==> src/rtl/line_clamp_gen.sv <==
module line_clamp_gen #(
  parameter int DATA_W  = 8,
  parameter int START_W = 12,
  parameter int WIDTH_W = 8
) (
  input  logic              clk,
  input  logic              rst_n,
  input  logic              hsync_in,
  input  logic              hsync_active_low,
  input  logic              pll_coast,
  input  logic              dc_couple,
  input  logic              coast_clamp_en,
  input  logic              reg_we,
  input  logic [1:0]        reg_addr,
  input  logic [DATA_W-1:0] reg_wdata,
  output logic              clamp_out
);
  localparam int HI_W = START_W - DATA_W;

  typedef enum logic [1:0] {IDLE, COUNT, CLAMP} state_t;

  logic [DATA_W-1:0]  start_lo;
  logic [HI_W-1:0]    start_hi;
  logic [WIDTH_W-1:0] width_q;
  logic [2:0]         sy;
  logic [START_W-1:0] cnt;
  logic [WIDTH_W-1:0] wcnt;
  state_t             state;

  wire [START_W-1:0] start_val   = {start_hi, start_lo};
  wire               hs_now      = sy[1] ^ hsync_active_low;
  wire               hs_prev     = sy[2] ^ hsync_active_low;
  wire               trail       = hs_prev & ~hs_now;
  wire               expire      = (state == COUNT) && (cnt == start_val);
  wire               coast_block = pll_coast & ~coast_clamp_en;

  always_ff @(posedge clk or negedge rst_n) begin
    if (!rst_n) begin
      start_lo <= '0;
      start_hi <= '0;
      width_q  <= '0;
    end else if (reg_we) begin
      case (reg_addr)
        2'd0:    start_lo <= reg_wdata;
        2'd1:    start_hi <= reg_wdata[HI_W-1:0];
        2'd2:    width_q  <= reg_wdata[WIDTH_W-1:0];
        default: ;
      endcase
    end
  end

  always_ff @(posedge clk or negedge rst_n) begin
    if (!rst_n) sy <= '0;
    else        sy <= {sy[1:0], hsync_in};
  end

  always_ff @(posedge clk or negedge rst_n) begin
    if (!rst_n) begin
      state     <= IDLE;
      cnt       <= '0;
      wcnt      <= '0;
      clamp_out <= 1'b0;
    end else if (dc_couple) begin
      state     <= IDLE;
      clamp_out <= 1'b0;
    end else if (trail) begin
      state     <= COUNT;
      cnt       <= '0;
      clamp_out <= 1'b0;
    end else begin
      case (state)
        COUNT: begin
          if (expire) begin
            if (width_q == '0 || coast_block) begin
              state <= IDLE;
            end else begin
              state     <= CLAMP;
              clamp_out <= 1'b1;
              wcnt      <= WIDTH_W'(1);
            end
          end else begin
            cnt <= cnt + START_W'(1);
          end
        end
        CLAMP: begin
          if (wcnt >= width_q) begin
            state     <= IDLE;
            clamp_out <= 1'b0;
          end else begin
            wcnt <= wcnt + WIDTH_W'(1);
          end
        end
        default: ;
      endcase
    end
  end
endmodule


==> config.mk <==
export PLATFORM = sky130hd
export DESIGN_NAME = line_clamp_gen
export DESIGN_NICKNAME = d
export VERILOG_FILES = /design/src/rtl/line_clamp_gen.sv
export SDC_FILE = /design/constraint.sdc
export NUM_CORES = 1
export LEC_CHECK = 0
export CAP_MARGIN = 20
export CORE_ASPECT_RATIO = 0.75
export CORE_UTILIZATION = 45
export CTS_BUF_LIST = sky130_fd_sc_hd__clkbuf_8
export DETAILED_ROUTE_END_ITERATION = 12
export PLACE_DENSITY = 0.68
export SYNTH_ARGS = -nofsm -noshare
export SYNTH_HDL_FRONTEND = slang
export SYNTH_SLANG_ARGS = --single-unit
==> constraint.sdc <==
create_clock -name clk -period 4.26 [get_ports clk]
set_input_delay 0.852 -clock clk [delete_from_list [all_inputs] [get_ports clk]]
set_output_delay 0.852 -clock clk [all_outputs]
set_load 0.05 [all_outputs]
Yosys cells after proc, flatten, opt, wreduce, memory -nomap -nowiden
Cells that the tools add are included.
- input port bits: 18
- logic and storage cells: 64
- register bits: 46
- output and inout bits: 1
- reductions and logical operators: 14
- $add $sub $neg: 2
- multiplexer cells: 19
- bitwise operators: 8
- $lt $le $gt $ge: 1
- equal/unequal tests: 12
- operators by type and width (cell ; number):
    12-bit 2-to-1 mux ; 3
    8-bit 2-to-1 mux ; 3
    8-bit case mux with 2 select lines ; 1
    12-bit by 1-bit adder with 12-bit output, second input constant ; 1
    12-bit == test ; 1
    4-bit inequality test, second input constant ; 3
    2-bit 2-to-1 mux ; 5
    8-bit by 1-bit adder with 8-bit output, second input constant ; 1
    8-bit >= comparator ; 1
    8-bit zero test ; 1
    2-bit inequality test, second input constant ; 4
    2-bit AND reduction ; 3
    3-bit AND reduction ; 2
    6-bit AND reduction ; 1
    1-bit 2-to-1 mux ; 5
    2-bit by 1-bit == test with 1-bit output, second input constant ; 2
    2-bit == test, second input constant ; 2
    1-bit inverter ; 4
    2-bit case mux with 2 select lines ; 1
    4-bit AND reduction ; 1
    2-bit nonzero test ; 2
    4-bit nonzero test ; 1
    1-bit bitwise AND ; 2
    2-bit zero test ; 1
    other kinds (4) ; 5

Logic depth before layout (Yosys ltp)
Gate-level depths: netlist of the first run.
- depth in word-level cells: 8
- mapped depth: 7
- gate-level depth less buffers: 7

Least setup slack after synthesis of the first run
Ideal clock, no wire load.
- kind: input -> register
- start point: input port hsync_active_low
- end point: register wcnt[7]
- data required time: 4131 ps
- slack: 2057 ps
- cell stages on the path: 5
- data arrival time: 2074 ps
- path through: and3b_1 > nor3_2 > o21ai_0 > nand2b_2 > a2111o_1
- cells in the longest elaborated chain, start to end: 5
- elaborated cells between the ends (all ways): 6
- those cells by class: 5 x bitwise; 1 x reduce/logical
- ends and longest elaborated chain (item ; RTL line ; text):
    start, declared ; 9 ; input logic hsync_active_low,
    1-bit bitwise XOR ; 31 ; wire hs_now = sy[1] ^ hsync_active_low;
    1-bit inverter ; 33 ; wire trail = hs_prev & ~hs_now;
    1-bit bitwise AND (*) ; 33 ;
    1-bit inverter (no line) (*) ; n/a ;
    6-bit AND reduction (no line) (*) ; n/a ;
    end signal, assigned ; 90 ; wcnt <= wcnt + WIDTH_W'(1);
    end, declared ; 27 ; logic [WIDTH_W-1:0] wcnt;
Every way passes the cells marked *; elsewhere a longest branch is shown, timed or not.
A chain may end at the register's enable or synchronous reset.

Worst setup path after layout of the first run
Same ends and word-level chain as after synthesis.

==> flow_metrics.env, run 1 <==
export IMPL_finalHoldViolCount=0
export IMPL_p_int_mw=0.830
export IMPL_drive_above_1_share=0.170
export IMPL_startpoint_type="input port"
export IMPL_end_kind="flip-flop"
export IMPL_antenna_left=0
export IMPL_synth_most_common_cell="dfrtp_1"
export IMPL_diodes=0
export IMPL_switching_share=0.323
export IMPL_yosys_warnings=0
export IMPL_use_met3=0.0375
export IMPL_wl_per_cell_um=15.9
export IMPL_hold_buffers=0
export IMPL_io_buffers=18
export IMPL_synth_edff_count=0
export IMPL_met1_usage=0.305
export IMPL_fin_setup_tns_ns=0
export IMPL_vias=2045
export IMPL_power_density_nw_per_um2=397
export IMPL_yosysUniqueCellTypes=53
export IMPL_coreArea_um2=5800
export IMPL_seqPwrFrac=0.469
export IMPL_routabilityCongestion=0.873
export IMPL_die_h_um=69.1
export IMPL_clk_latency_ns=0.30
export IMPL_drtPass1Iterations=4
export IMPL_setup_ws_ns=1.72
export IMPL_cts_buffers=5
export IMPL_io_pin_count=19
export IMPL_syn_avg_cell_area_um2=10.6
export IMPL_p_comb_frac=0.259
export IMPL_netlist_area_um2=2700
export IMPL_finalSetupViolCount=0
export IMPL_power_mw=1.23
export IMPL_min_period_ns=2.54
export IMPL_ys_flop_type="dfrtp_1"
export IMPL_drt_first_iter_violations=90
export IMPL_synth_top_area_share=0.426
export IMPL_outcome="finished, final reports clean"
export IMPL_placed_cell_area_um2=2960
export IMPL_drc=0
export IMPL_clockBufferDepth=2
export IMPL_final_util=0.533
export IMPL_arrival_ns=2.73
export IMPL_die_w_um=91.5
export IMPL_p_switching_mw=0.396
export IMPL_use_met2=0.292
export IMPL_grt_pass1_wl_um=10000
export IMPL_start_util=0.466
export IMPL_async_reset_ff_frac=1.00
export IMPL_htreeDepth=2
export IMPL_rsz0062_at_grt="false"
export IMPL_pre_cts_ws_ns=1.37
export IMPL_vias_per_cell=5.76
export IMPL_cp_slowest_cell="clkdlybuf4s50_1"
export IMPL_skew_ns=0.00380
export IMPL_rows=24
export IMPL_wl_um=5630
export IMPL_cts_setup_buffers=0
export IMPL_crit_type="in -> reg"
export IMPL_cts_root_buffer="clkbuf_8"
export IMPL_maxSlewViolCount=0
export IMPL_clk_pin_slew_worst_paths_ns=0.09
export IMPL_tritoncts="built"
export IMPL_grt_overflow=0
export IMPL_grt_pass1_vias=2032
export IMPL_grt_total_usage=0.200
export IMPL_critical_path_required_ns=4.45
export IMPL_antenna_found_initial=0
export IMPL_fmax_mhz=394
export IMPL_leakage_nw=1.28
export IMPL_grt_busiest_layer="met1"
export IMPL_maxCapViolCount=0
export IMPL_vdd_ir_drop_max_mv=0.205
export IMPL_ys_seq_elements=46
export IMPL_synth_seq_area_share=0.426
export IMPL_syn2layout_area_growth_pct=14.4
export IMPL_final_net_count=306
export IMPL_netlist_instances=255
export IMPL_tightest_slew_ns=0.924
export IMPL_synth_commonest_cells="46 x dfrtp_1, 20 x a31oi_1, 20 x inv_1, 20 x mux2_2, 13 x nand2_1"
export IMPL_hp_class="reg -> reg"
export IMPL_period_share=0.596
export IMPL_synth_nets=285
export IMPL_cts_num_sinks=46
export IMPL_max_stage_delay_ns=0.42
export IMPL_max_slew_margin_rel=0.384
export IMPL_crit_chain="clkdlybuf4s50_1, and3b_1, nor3_2, buf_4, o21ai_0, nand2b_2, a2111o_1"
export IMPL_grt_max_degree=47
export IMPL_yosys_top_cells_area="dfrtp_1 43%, mux2_2 8.3%, ha_1 5.6%"
export IMPL_cp_max_fo=25
export IMPL_dieArea_um2=6320
export IMPL_fin_area_um2=3090
export IMPL_clkPwrFrac=0.272
export IMPL_hpwl_um=4090
export IMPL_cts_resized=0
export IMPL_synth_top_cell_by_area="dfrtp_1"
## cells by family (layout without fill, tap and decap cells)
| group | count (synthesis) | count (layout) | share of synthesized area |
|---|---|---|---|
| compound gates | 65 | 65 | 0.179 |
| fa+ha+maj | 12 | 12 | 0.0556 |
| xor+xnor | 14 | 14 | 0.0565 |
| buf+inv | 26 | 48 | 0.0370 |
| mux | 21 | 21 | 0.0870 |
| simple gates | 71 | 71 | 0.159 |
| flops | 46 | 46 | 0.426 |
## layout make-up
cell class | count | area, um2
multi-input cells | 183 | 1450
fillers | 519 | 2710
inverters | 20 | 75.1
clock buffers | 5 | 68.8
well taps | 78 | 97.6
clock inverters | 3 | 43.8
flip-flops and latches | 46 | 1150
repair buffers | 20 | 203
## per-stage QoR
stage | cells | hold slack (ns)
2_1_floorplan | 255 | 0.331
3_3_place_gp | 346 | 0.335
3_5_place_dp | 346 | 0.337
4_1_cts | 354 | 0.357
5_1_grt | 355 | 0.377
6_report | 355 | 0.355
## path summary, 6_finish.rpt
kind                                            from                  end  slack (ns)  cells after the start
worst max-delay path                hsync_active_low  wcnt[7]$_DFFE_PN0P_        1.72                      7
worst min-delay path                 sy[0]$_DFF_PN0_      sy[1]$_DFF_PN0_        0.35                      0
worst max register to register  state[0]$_DFFE_PN0P_  wcnt[0]$_DFFE_PN0P_        1.83                      6
worst min register to register       sy[0]$_DFF_PN0_      sy[1]$_DFF_PN0_        0.35                      0
max in group asynchronous                      rst_n   cnt[8]$_DFFE_PN0P_        3.30                      2
min in group asynchronous                      rst_n  wcnt[2]$_DFFE_PN0P_        0.46                      1
## critical path: cells and delay by family
kind / cells / cell delay (ns)
simple gates: 3 / 0.55
compound gates: 2 / 0.62
buf+inv: 2 / 0.70
## registers in the layout (all words and copies together) (netlist names)
register,cells
state,2
clamp_out,1
start_hi,4
start_lo,8
width_q,8
wcnt,8
sy,3
cnt,12
## power groups by stage
stage | Clock [mW] | Combinational [mW] | Sequential, mW
floorplan | 0 | 0.237 | 0.565
global placement | 0 | 0.308 | 0.582
detailed placement | 0 | 0.315 | 0.584
CTS | 0.341 | 0.317 | 0.575
global route | 0.356 | 0.362 | 0.586
finish | 0.334 | 0.318 | 0.575
## cells in the final DEF (no fill, tap or decap), drive strengths merged, types with 2 or more instances in the layout
master,n
a31oi,20
nand3b,7
clkbuf,5
o311ai,2
nand4,6
mux2,20
nand3,10
nor4,5
o31ai,2
nor3b,2
a21oi,7
dfrtp,46
nor2,4
nor3,4
a21o,4
nand2,13
buf,3
a41oi,4
nand2b,4
o22ai,4
o21ai,7
nand4b,2
ha,12
or4,3
and2,3
inv,21
xnor2,14
clkdlybuf4s50,17
o211ai,3
and3,5
## metal layers
metal / part of all wire / wire, um
met4: 0.0064 / 36
met1: 0.52 / 2920
met2: 0.44 / 2450
met3: 0.040 / 223
met5: 0 / 0
Note: power is estimated with default switching activity, not from simulation.
==> run 2, diff against run 1 <==
==> constraint.sdc (replaced) <==
create_clock -name clk -period 2.55 [get_ports clk]
set_input_delay 0.51 -clock clk [delete_from_list [all_inputs] [get_ports clk]]
set_output_delay 0.51 -clock clk [all_outputs]
set_load 0.05 [all_outputs]
==> run 2 against run 1 <==
  * Non-clock buffer count grew 6
  * Core utilization grew 0.22 points
  * Sequential share of layout area shrank 0.15 points
  * First-iteration DRC count shrank 16%
  * Final area grew 0.41%
  * Routed wire length grew 3.1%
  * Flip-flop and latch count is the same
  * Clock power grew 43%
  * Worst setup slack lost 1.4 ns
  * Sequential power grew 67%
  * Critical endpoint is now wcnt[3]$_DFFE_PN0P_
==> flow_metrics.env, run 2 (synthesis results as in run 1) <==
export IMPL_power_density_nw_per_um2=639
export IMPL_vias_per_cell=5.70
export IMPL_layout_common_cells="46 x dfrtp_1, 20 x inv_1, 20 x a31oi_1, 20 x mux2_2, 17 x clkdlybuf4s50_1"
export IMPL_critical_path_required_ns=2.80
export IMPL_cts_resized=0
export IMPL_cts_num_sinks=46
export IMPL_antenna_found_initial=0
export IMPL_grt_pass1_wl_um=9960
export IMPL_grt_overflow=0
export IMPL_arrival_ns=2.43
export IMPL_placed_cells=353
export IMPL_clkPwrFrac=0.242
export IMPL_final_cells=361
export IMPL_vdd_ir_drop_max_mv=0.301
export IMPL_io_pin_count=19
export IMPL_io_buffers=18
export IMPL_finalSetupViolCount=0
export IMPL_drtPass1Iterations=4
export IMPL_diodes=0
export IMPL_rsz0062_at_grt="false"
export IMPL_top_register="cnt"
export IMPL_timing_rr_start="wcnt[2]$_DFFE_PN0P_"
export IMPL_wl_per_cell_um=16.1
export IMPL_largest_register_ffs=12
export IMPL_fin_setup_tns_ns=0
export IMPL_die_h_um=69.1
export IMPL_antenna_left=0
export IMPL_final_net_count=312
export IMPL_layout_commonest_cell="dfrtp_1"
export IMPL_cts_setup_buffers=0
export IMPL_vias=2059
export IMPL_startpoint_type="flip-flop"
export IMPL_crit_chain="ha_1, nor4_1, o21ai_0, a311oi_1, a41oi_1, a31oi_1"
export IMPL_path_delay_family="compound AO/OA/AOI/OAI gates"
export IMPL_fmax_mhz=459
export IMPL_min_period_ns=2.18
export IMPL_hp_class="in -> async"
export IMPL_clockBufferDepth=2
export IMPL_reg2reg_to="wcnt[3]$_DFFE_PN0P_"
export IMPL_outcome="finished, final reports clean"
export IMPL_hold_buffers=0
export IMPL_drive_above_1_share=0.187
export IMPL_rows=24
export IMPL_grt_total_usage=0.205
export IMPL_cts_root_buffer="clkbuf_8"
export IMPL_switching_share=0.346
export IMPL_crit_buf_inv=0
export IMPL_routabilityCongestion=0.833
export IMPL_wl_um=5800
export IMPL_hpwl_um=4390
export IMPL_max_stage_delay_ns=0.59
export IMPL_cp_slowest_cell="a311oi_1"
export IMPL_multi_input_area_um2=1450
export IMPL_clk_pin_slew_worst_paths_ns=0.10
export IMPL_grt_max_degree=23
export IMPL_syn2layout_area_growth_pct=14.8
export IMPL_drc=0
export IMPL_leakage_nw=1.29
export IMPL_p_int_mw=1.30
export IMPL_tightest_slew_ns=0.595
export IMPL_nFillCells=502
export IMPL_die_w_um=91.5
export IMPL_start_util=0.466
export IMPL_htreeDepth=2
export IMPL_cp_max_fo=7
export IMPL_maxCapViolCount=0
export IMPL_drt_first_iter_violations=76
export IMPL_end_kind="flip-flop"
export IMPL_skew_ns=0.00586
export IMPL_regArea_um2=1150
export IMPL_clk_latency_ns=0.31
export IMPL_coreArea_um2=5800
export IMPL_grt_pass1_vias=2055
export IMPL_p_switching_mw=0.685
export IMPL_rrSetupSlack_ns=0.37
export IMPL_max_slew_margin_rel=0.601
export IMPL_dieArea_um2=6320
export IMPL_p_comb_frac=0.273
export IMPL_tritoncts="built"
export IMPL_r2r_cells=6
export IMPL_crit_type="reg -> reg"
export IMPL_period_share=0.855
export IMPL_finalHoldViolCount=0
export IMPL_maxSlewViolCount=0
export IMPL_seqPwrFrac=0.486
export IMPL_cts_buffers=5
## run 2: worst reg2reg max path: stages (launching register included)
cell and delay (ns):
dfrtp_1 0.45, ha_1 0.23, nor4_1 0.32, o21ai_0 0.19, a311oi_1 0.59, a41oi_1 0.18, a31oi_1 0.15
## run 2: power by group through the flow
| stage | logic (mW) | clock network (mW) | registers [mW] |
|---|---|---|---|
| 3_3_place_gp | 0.527 | 0 | 0.973 |
| 4_1_cts | 0.544 | 0.491 | 0.961 |
| 2_1_floorplan | 0.395 | 0 | 0.943 |
| 3_5_place_dp | 0.541 | 0 | 0.976 |
| 5_1_grt | 0.608 | 0.520 | 0.980 |
| 6_report | 0.540 | 0.479 | 0.963 |
## run 2: area by class of cell
| type | instances | share of cell area |
|---|---|---|
| clock buffers | 5 | 0.0222 |
| clock inverters | 3 | 0.00766 |
| multi-input cells | 183 | 0.468 |
| flip-flops and latches | 46 | 0.371 |
| inverters | 20 | 0.0242 |
| repair buffers | 26 | 0.0758 |
| well taps | 78 | 0.0315 |
## run 2: worst max-delay path by stage
stage / cells past startpoint / to / start
2_1_floorplan: 5 / wcnt[7]$_DFFE_PN0P_ / cnt[2]$_DFFE_PN0P_
3_3_place_gp: 6 / wcnt[7]$_DFFE_PN0P_ / hsync_active_low
3_5_place_dp: 6 / wcnt[7]$_DFFE_PN0P_ / hsync_active_low
4_1_cts: 6 / wcnt[3]$_DFFE_PN0P_ / wcnt[1]$_DFFE_PN0P_
5_1_grt: 7 / wcnt[3]$_DFFE_PN0P_ / width_q[2]$_DFFE_PN0P_
6_report: 6 / wcnt[3]$_DFFE_PN0P_ / wcnt[2]$_DFFE_PN0P_
## run 2: per-stage QoR
stage / power, mW / instance area [um2] / utilization / setup slack, ns / hold slack, ns
2_1_floorplan: 1.34 / 2700 / - / 0.675 / 0.214
3_3_place_gp: 1.50 / 3010 / 0.519 / 0.271 / 0.337
3_5_place_dp: 1.52 / 3010 / 0.519 / 0.208 / 0.341
4_1_cts: 2.00 / 3100 / 0.535 / 0.371 / 0.116
5_1_grt: 2.11 / 3100 / 0.535 / 0.167 / 0.125
6_report: 1.98 / 3100 / 0.535 / 0.369 / 0.102
## run 2: layer usage
layer | up-vias | GRT usage | wire, um
li1 | 1023 | - | -
met1 | 982 | 0.295 | 2880
met2 | 41 | 0.300 | 2510
met3 | 13 | 0.0375 | 244
met4 | 0 | 0.0970 | 166
met5 | - | 0 | 0
==> run 3, diff against run 2 <==
--- a/config.mk
+++ b/config.mk
@@ -9,6 +9,7 @@
 export CORE_ASPECT_RATIO = 0.75
 export CORE_UTILIZATION = 45
 export CTS_BUF_LIST = sky130_fd_sc_hd__clkbuf_8
+export CTS_CLUSTER_DIAMETER = 200
 export DETAILED_ROUTE_END_ITERATION = 12
 export PLACE_DENSITY = 0.68
 export SYNTH_ARGS = -nofsm -noshare
==> results of run 3 <==
No change in the layout: final DEF, timing and power equal those of run 2.
